$ cat src/rtl/zz_scan_pkg.sv
package zz_scan_pkg;

    // Primitive moves of the coordinate counter
    typedef enum logic [2:0] {
        MV_EAST,
        MV_SOUTH,
        MV_WEST,
        MV_NORTH,
        MV_NE_TO_TOP,   // repeat (+1,-1) until row 1
        MV_SW_TO_LEFT   // repeat (-1,+1) until column 1
    } move_e;

endpackage

$ cat src/rtl/zz_move_prog.sv
module zz_move_prog
    import zz_scan_pkg::*;
#(
    parameter int N = 8,
    localparam int REP     = (N - 2) / 2,
    localparam int PC_FLIP = 1 + 4 * REP,
    localparam int PC_END  = PC_FLIP + 1 + 4 * REP,
    localparam int PCW     = $clog2(PC_END + 1)
) (
    input  logic [PCW-1:0] pc_i,
    output move_e          mv_o,
    output logic           flip_o,
    output logic           end_o
);

    logic [1:0] fwd_slot;
    logic [1:0] rev_slot;

    always_comb begin
        fwd_slot = 2'(pc_i - PCW'(1));
        rev_slot = 2'(pc_i - PCW'(PC_FLIP + 2));
        flip_o   = (pc_i == PCW'(PC_FLIP));
        end_o    = (pc_i == PCW'(PC_END));

        if (pc_i == '0) begin
            mv_o = MV_EAST;
        end else if (pc_i < PCW'(PC_FLIP)) begin
            // forward group: down-left run, south, up-right run, east
            case (fwd_slot)
                2'd0:    mv_o = MV_SW_TO_LEFT;
                2'd1:    mv_o = MV_SOUTH;
                2'd2:    mv_o = MV_NE_TO_TOP;
                default: mv_o = MV_EAST;
            endcase
        end else if (pc_i == PCW'(PC_FLIP)) begin
            mv_o = MV_SW_TO_LEFT;          // main anti-diagonal
        end else if (pc_i == PCW'(PC_FLIP + 1)) begin
            mv_o = MV_WEST;                // undo the last east
        end else begin
            // forward groups replayed backwards, each move inverted
            case (rev_slot)
                2'd0:    mv_o = MV_SW_TO_LEFT;
                2'd1:    mv_o = MV_NORTH;
                2'd2:    mv_o = MV_NE_TO_TOP;
                default: mv_o = MV_WEST;
            endcase
        end
    end

endmodule

$ cat src/rtl/zz_step_unit.sv
module zz_step_unit
    import zz_scan_pkg::*;
#(
    parameter int N = 8,
    localparam int CW = $clog2(N + 2),
    localparam int KW = (N > 2) ? $clog2(N) : 1
) (
    input  move_e         mv_i,
    input  logic [CW-1:0] x_i,
    input  logic [CW-1:0] y_i,
    input  logic [KW-1:0] cnt_i,
    output logic [CW-1:0] x_o,
    output logic [CW-1:0] y_o,
    output logic          fin_o
);

    logic cap_hit;

    always_comb begin
        cap_hit = (cnt_i == KW'(N - 1));
        x_o     = x_i;
        y_o     = y_i;
        fin_o   = 1'b1;
        case (mv_i)
            MV_EAST:  x_o = x_i + CW'(1);
            MV_SOUTH: y_o = y_i + CW'(1);
            MV_WEST:  x_o = x_i - CW'(1);
            MV_NORTH: y_o = y_i - CW'(1);
            MV_NE_TO_TOP: begin
                x_o   = x_i + CW'(1);
                y_o   = y_i - CW'(1);
                fin_o = (y_o == CW'(1)) || cap_hit;
            end
            MV_SW_TO_LEFT: begin
                x_o   = x_i - CW'(1);
                y_o   = y_i + CW'(1);
                fin_o = (x_o == CW'(1)) || cap_hit;
            end
            default: fin_o = 1'b1;
        endcase
    end

endmodule

$ cat src/rtl/zz_scan_seq.sv
module zz_scan_seq
    import zz_scan_pkg::*;
#(
    parameter int N = 8,
    localparam int CW = $clog2(N + 2),
    localparam int IW = $clog2(N * N)
) (
    input  logic          clk_i,
    input  logic          rst_i,
    input  logic          start_i,
    input  logic          stall_i,
    output logic          valid_o,
    output logic [CW-1:0] x_o,
    output logic [CW-1:0] y_o,
    output logic [IW-1:0] idx_o,
    output logic          last_o
);

    localparam int REP     = (N - 2) / 2;
    localparam int PC_FLIP = 1 + 4 * REP;
    localparam int PC_END  = PC_FLIP + 1 + 4 * REP;
    localparam int PCW     = $clog2(PC_END + 1);
    localparam int KW      = (N > 2) ? $clog2(N) : 1;

    typedef struct packed {
        logic           active;
        logic           last;
        logic           mirror;
        logic [PCW-1:0] pc;
        logic [KW-1:0]  cnt;
        logic [CW-1:0]  ix;
        logic [CW-1:0]  iy;
    } seq_t;

    seq_t          st_d, st_q;
    move_e         mv;
    logic          at_flip, at_end, step_fin;
    logic [CW-1:0] nx, ny;

    zz_move_prog #(.N(N)) u_prog (
        .pc_i   (st_q.pc),
        .mv_o   (mv),
        .flip_o (at_flip),
        .end_o  (at_end)
    );

    zz_step_unit #(.N(N)) u_step (
        .mv_i  (mv),
        .x_i   (st_q.ix),
        .y_i   (st_q.iy),
        .cnt_i (st_q.cnt),
        .x_o   (nx),
        .y_o   (ny),
        .fin_o (step_fin)
    );

    always_comb begin
        st_d = st_q;
        if (!stall_i) begin
            if (!st_q.active) begin
                if (start_i) begin
                    st_d        = '0;
                    st_d.active = 1'b1;
                    st_d.ix     = CW'(1);
                    st_d.iy     = CW'(1);
                end
            end else if (st_q.last) begin
                st_d.active = 1'b0;
                st_d.last   = 1'b0;
            end else begin
                st_d.ix = nx;
                st_d.iy = ny;
                if (step_fin) begin
                    st_d.cnt = '0;
                    st_d.pc  = st_q.pc + PCW'(1);
                    if (at_flip) begin
                        // continue in the reflected frame
                        st_d.ix     = CW'(N + 1) - nx;
                        st_d.iy     = CW'(N + 1) - ny;
                        st_d.mirror = 1'b1;
                    end
                    if (at_end) begin
                        st_d.last = 1'b1;
                    end
                end else begin
                    st_d.cnt = st_q.cnt + KW'(1);
                end
            end
        end
    end

    always_ff @(posedge clk_i) begin
        if (rst_i) begin
            st_q <= '0;
        end else begin
            st_q <= st_d;
        end
    end

    assign valid_o = st_q.active;
    assign last_o  = st_q.last;
    assign x_o     = st_q.mirror ? CW'(N + 1) - st_q.ix : st_q.ix;
    assign y_o     = st_q.mirror ? CW'(N + 1) - st_q.iy : st_q.iy;
    assign idx_o   = IW'((int'(y_o) - 1) * N + int'(x_o) - 1);

    // a start from idle opens at the top-left corner
    assert_origin_R1: assert property (@(posedge clk_i) disable iff (rst_i)
        (!valid_o && start_i && !stall_i) |=> (valid_o && x_o == CW'(1) && y_o == CW'(1)));

    // neighbours on the path are one king move apart
    assert_adjacent_R9: assert property (@(posedge clk_i) disable iff (rst_i)
        (valid_o && !last_o && !stall_i) |=>
            (valid_o
             && (x_o == $past(x_o) || x_o == $past(x_o) + CW'(1) || x_o + CW'(1) == $past(x_o))
             && (y_o == $past(y_o) || y_o == $past(y_o) + CW'(1) || y_o + CW'(1) == $past(y_o))
             && !(x_o == $past(x_o) && y_o == $past(y_o))));

    // stall freezes everything visible
    assert_stall_hold_R7: assert property (@(posedge clk_i) disable iff (rst_i)
        (valid_o && stall_i) |=> (valid_o && $stable(x_o) && $stable(y_o) && $stable(last_o)));

    // last sits on the far corner and the scan then ends
    assert_last_corner_R6: assert property (@(posedge clk_i) disable iff (rst_i)
        last_o |-> (valid_o && x_o == CW'(N) && y_o == CW'(N)));
    assert_last_exit_R6: assert property (@(posedge clk_i) disable iff (rst_i)
        (last_o && !stall_i) |=> !valid_o);

    // a start while busy does not restart the path
    assert_busy_start_R8: assert property (@(posedge clk_i) disable iff (rst_i)
        (valid_o && !last_o && !stall_i && start_i) |=>
            (valid_o && !(x_o == CW'(1) && y_o == CW'(1))));

endmodule

$ cat config.mk
export PLATFORM = sky130hd
export DESIGN_NAME = zz_scan_seq
export DESIGN_NICKNAME = d
export VERILOG_FILES = /design/src/rtl/zz_scan_pkg.sv /design/src/rtl/zz_move_prog.sv /design/src/rtl/zz_step_unit.sv /design/src/rtl/zz_scan_seq.sv
export SDC_FILE = /design/constraint.sdc
export NUM_CORES = 1
export LEC_CHECK = 0
export ABC_AREA = 1
export CAP_MARGIN = 5
export CORE_ASPECT_RATIO = 0.6
export CORE_MARGIN = 2
export CORE_UTILIZATION = 57
export DETAILED_ROUTE_END_ITERATION = 8
export GPL_ROUTABILITY_DRIVEN = 0
export PLACE_DENSITY = 0.86
export SYNTH_ARGS = -nofsm -noshare
export SYNTH_HDL_FRONTEND = slang
export SYNTH_SLANG_ARGS = --single-unit
$ cat constraint.sdc
create_clock -name clk_i -period 4.1 [get_ports clk_i]
set_input_delay 0.615 -clock clk_i [delete_from_list [all_inputs] [get_ports clk_i]]
set_output_delay 0.615 -clock clk_i [all_outputs]
set_load 0.03 [all_outputs]
==> out/summary.txt, run 1 <==
Routed Antenna Nets: 0
DR WL/cell: 13.4 µm
hold path start: st_q[10]
register-to-register setup slack: 1.22 ns
Logic pwr share: 26.9%
# DRC: 0
post-DP HPWL: 3.87 mm
Final Hold Violating Endpoints: 0
worst slew pin tran: 0.641 ns
vias per cell: 5.55
Rel. slew slack: 57.1%
Async SR Flop Fraction: 0%
Pwr per Cell Area: 188 nW/µm²
min Tclk post-route: 3.61 ns
flops & latches, synth: 19
Setup WS pre-CTS: 0.500 ns
Seq. cell area: 380 µm²
initial antenna violation count: 0
die area: 4300 µm²
Cell Area, Synth: 2150 µm²
Clk Latency, worst-skew pair: 0.26 ns
chip width: 83.4 µm
root buf cell: clkbuf_8
total power draw: 449 µW
Setup TNS: 0 ns
Worst setup SP type: flip-flop
CTS tree: built
largest cells by area after synthesis: dfxtp_1 (18%), ha_1 (15%), nand2_1 (11%), inv_1 (7.1%), nand3_1 (5.1%)
Pleak: 1.06 nW
Final Cycle Share: 88.0%
Area growth, synth to finish: 11.0%
Critical Path Source: st_q[5]
Worst R2R Path Depth: 16
DRT iter0 DRCs: 189
Required @ worst endpoint: 3.48 ns
syn_area_per_cell: 7.18 µm²
sequential element share of the synthesized area: 17.7%
final setup margin: 0.493 ns
reg-to-reg endpoint: st_q[2]
Core Box Area: 3640 µm²
status: finished clean
DRT Pass-1 Iters: 5
maximum VDD drop: 242 µV
via count: 1998
IO Pins: 20
Crit Path Class: flip-flop to output pin
CTS max path bufs: 2
Post-synth EDFFs: 0
Clock power frac: 29.7%
hold depth: 2
Max FO, Critical Path: 6
largest net degree at the start of global routing: 17
FMAX: 0.277 GHz
FP Rows: 17
TritonCTS Sinks: 19
TritonCTS Buffers: 3
Worst Path Arrival: 2.99 ns
Cells after Synth: 300
sw frac: 32.2%
first-pass GRT wire length: 8.20 mm
reg2reg start: st_q[11]
hold slack: 0.483 ns
final setup fails: 0
top_reg_cell synth: dfxtp_1
n_diodes: 0
Endpoint, Worst Hold: st_q[10]
Overflow after GRT: 0
clock skew: 0.00252 ns
vias in the first global route: 1725
Global Route Usage Sum: 23.5%
top cell type by total area after synthesis: dfxtp_1
Switch Pwr: 145 µW
fill cell count: 310
internal power: 305 µW
Critical Path Sink Type: output pin
Die H: 51.6 µm
Multi-input gate area: 1530 µm²
hold buffers post-CTS: 0
Tightest Hold Check Type: flip-flop to flip-flop
Reg power frac: 43.4%
Final Core Density: 65.7%
Clock transition at path regs: 0.07 ns
fin nets: 345
max_cap viols: 0
initial core utilization: 59.2%
Synth Net Count: 331
Max Slew Vio Count: 0
Synth top area share: 17.7%
H-tree depth: 1
Ys Warns: 0
Port Buf Inserts: 19
slowest CP cell: clkdlybuf4s50_1
Routed WL: 4.84 mm
RSZ-0062 raised after global routing: false
layout cell share with drive strength beyond 1: 12.5%
slowest stage delay, CP: 0.68 ns
critical-path cell list: inv_1 > ha_1 > xnor2_1 > o21ai_0 > inv_1 > ha_1 > inv_1 > ha_1 > xnor2_1 > clkdlybuf4s50_1
Distinct cells, synth: 40
[cell usage in the layout, fill, tap and decap left out, drive strengths merged, types with 2 or more instances in the layout]
master,instances
xnor2,10
o21bai,2
o21ai,17
nor2,20
clkdlybuf4s50,17
dlymetal6s2s,2
clkbuf,4
xor2,8
inv,46
dfxtp,19
nand2,74
nand4,8
a21oi,24
nand3,28
ha,26
[Yosys cell counts, types with 4 or more instances]
cell type,n
nand2_1,61
nand3_1,22
nand3_2,4
dfxtp_1,19
inv_1,41
o21ai_0,13
nand2_4,5
nand2_2,7
nand4_1,7
nor2_1,13
xor2_1,8
xnor2_1,10
a21oi_1,21
ha_1,26
[worst max-delay path by stage]
stage	slack (ns)	depth (start not counted)	endpoint
after detailed placement	0.50	13	idx_o[5]
after floorplan	0.34	12	idx_o[5]
final	0.49	10	idx_o[3]
after CTS	0.21	13	idx_o[5]
after global placement	0.62	13	idx_o[5]
after global routing	0.23	10	idx_o[3]
[stage by stage]
step	std cells	area (µm²)
detailed placement	356	2340
global placement	356	2340
floorplan	300	2150
CTS	360	2380
finish	360	2390
global route	360	2390
[layout make-up]
cell class	instances	area share [%]
repair buffers	19	8.17
multi-input cells	225	64.0
clock buffers	4	1.88
flip-flops and latches	19	15.9
well taps	47	2.46
inverters	46	7.54
[cells by family (layout without fill, tap and decap cells)]
| kind of cell | count (synthesis) | after routing | share of synthesized area [%] |
|---|---|---|---|
| AO/OA/AOI/OAI | 46 | 46 | 12.7 |
| XOR/XNOR | 18 | 18 | 7.32 |
| adder cells (fa/ha/maj) | 27 | 27 | 16.0 |
| buffers and inverters | 56 | 69 | 11.3 |
| flip-flops | 19 | 19 | 17.7 |
| AND/OR/NAND/NOR | 134 | 134 | 35.0 |
[timing repair]
item                                   CTS  global route
resized for setup                        0             2
endpoints found under the hold margin    0             0
setup endpoints to repair                0             2
buffers inserted                         0             0
[registers in the layout, indices dropped and copies added (netlist names)]
register,count
st_q,17
valid_o,1
last_o,1
[layer usage]
metal	GRT usage, %	up-vias	wire, µm
met5	0	-	0
met4	2.46	0	36
met3	2.86	9	378
met2	36.8	76	2090
met1	35.8	923	2330
li1	-	990	-
[critical path: cells and delay by family (launching register included)]
kind / cells / cell delay (ns)
adder cells (fa/ha/maj): 3 / 0.81
AO/OA/AOI/OAI: 1 / 0.21
buffers and inverters: 4 / 0.96
flip-flops: 1 / 0.44
XOR/XNOR: 2 / 0.30
[power groups by stage]
stage               logic, mW  registers, mW  clock network, mW
floorplan              0.0817          0.199                  0
global placement        0.118          0.199                  0
detailed placement      0.120          0.199                  0
CTS                     0.121          0.195              0.136
global route            0.132          0.196              0.142
finish                  0.121          0.195              0.133
Note: power is estimated with default switching activity, not from simulation.
==> run 2: changes to the inputs <==
SKIP_CTS_REPAIR_TIMING = 1   (was not set)
SLEW_MARGIN = 0   (was not set)
==> results of run 2 <==
No change in the layout: final DEF, timing and power equal those of run 1.
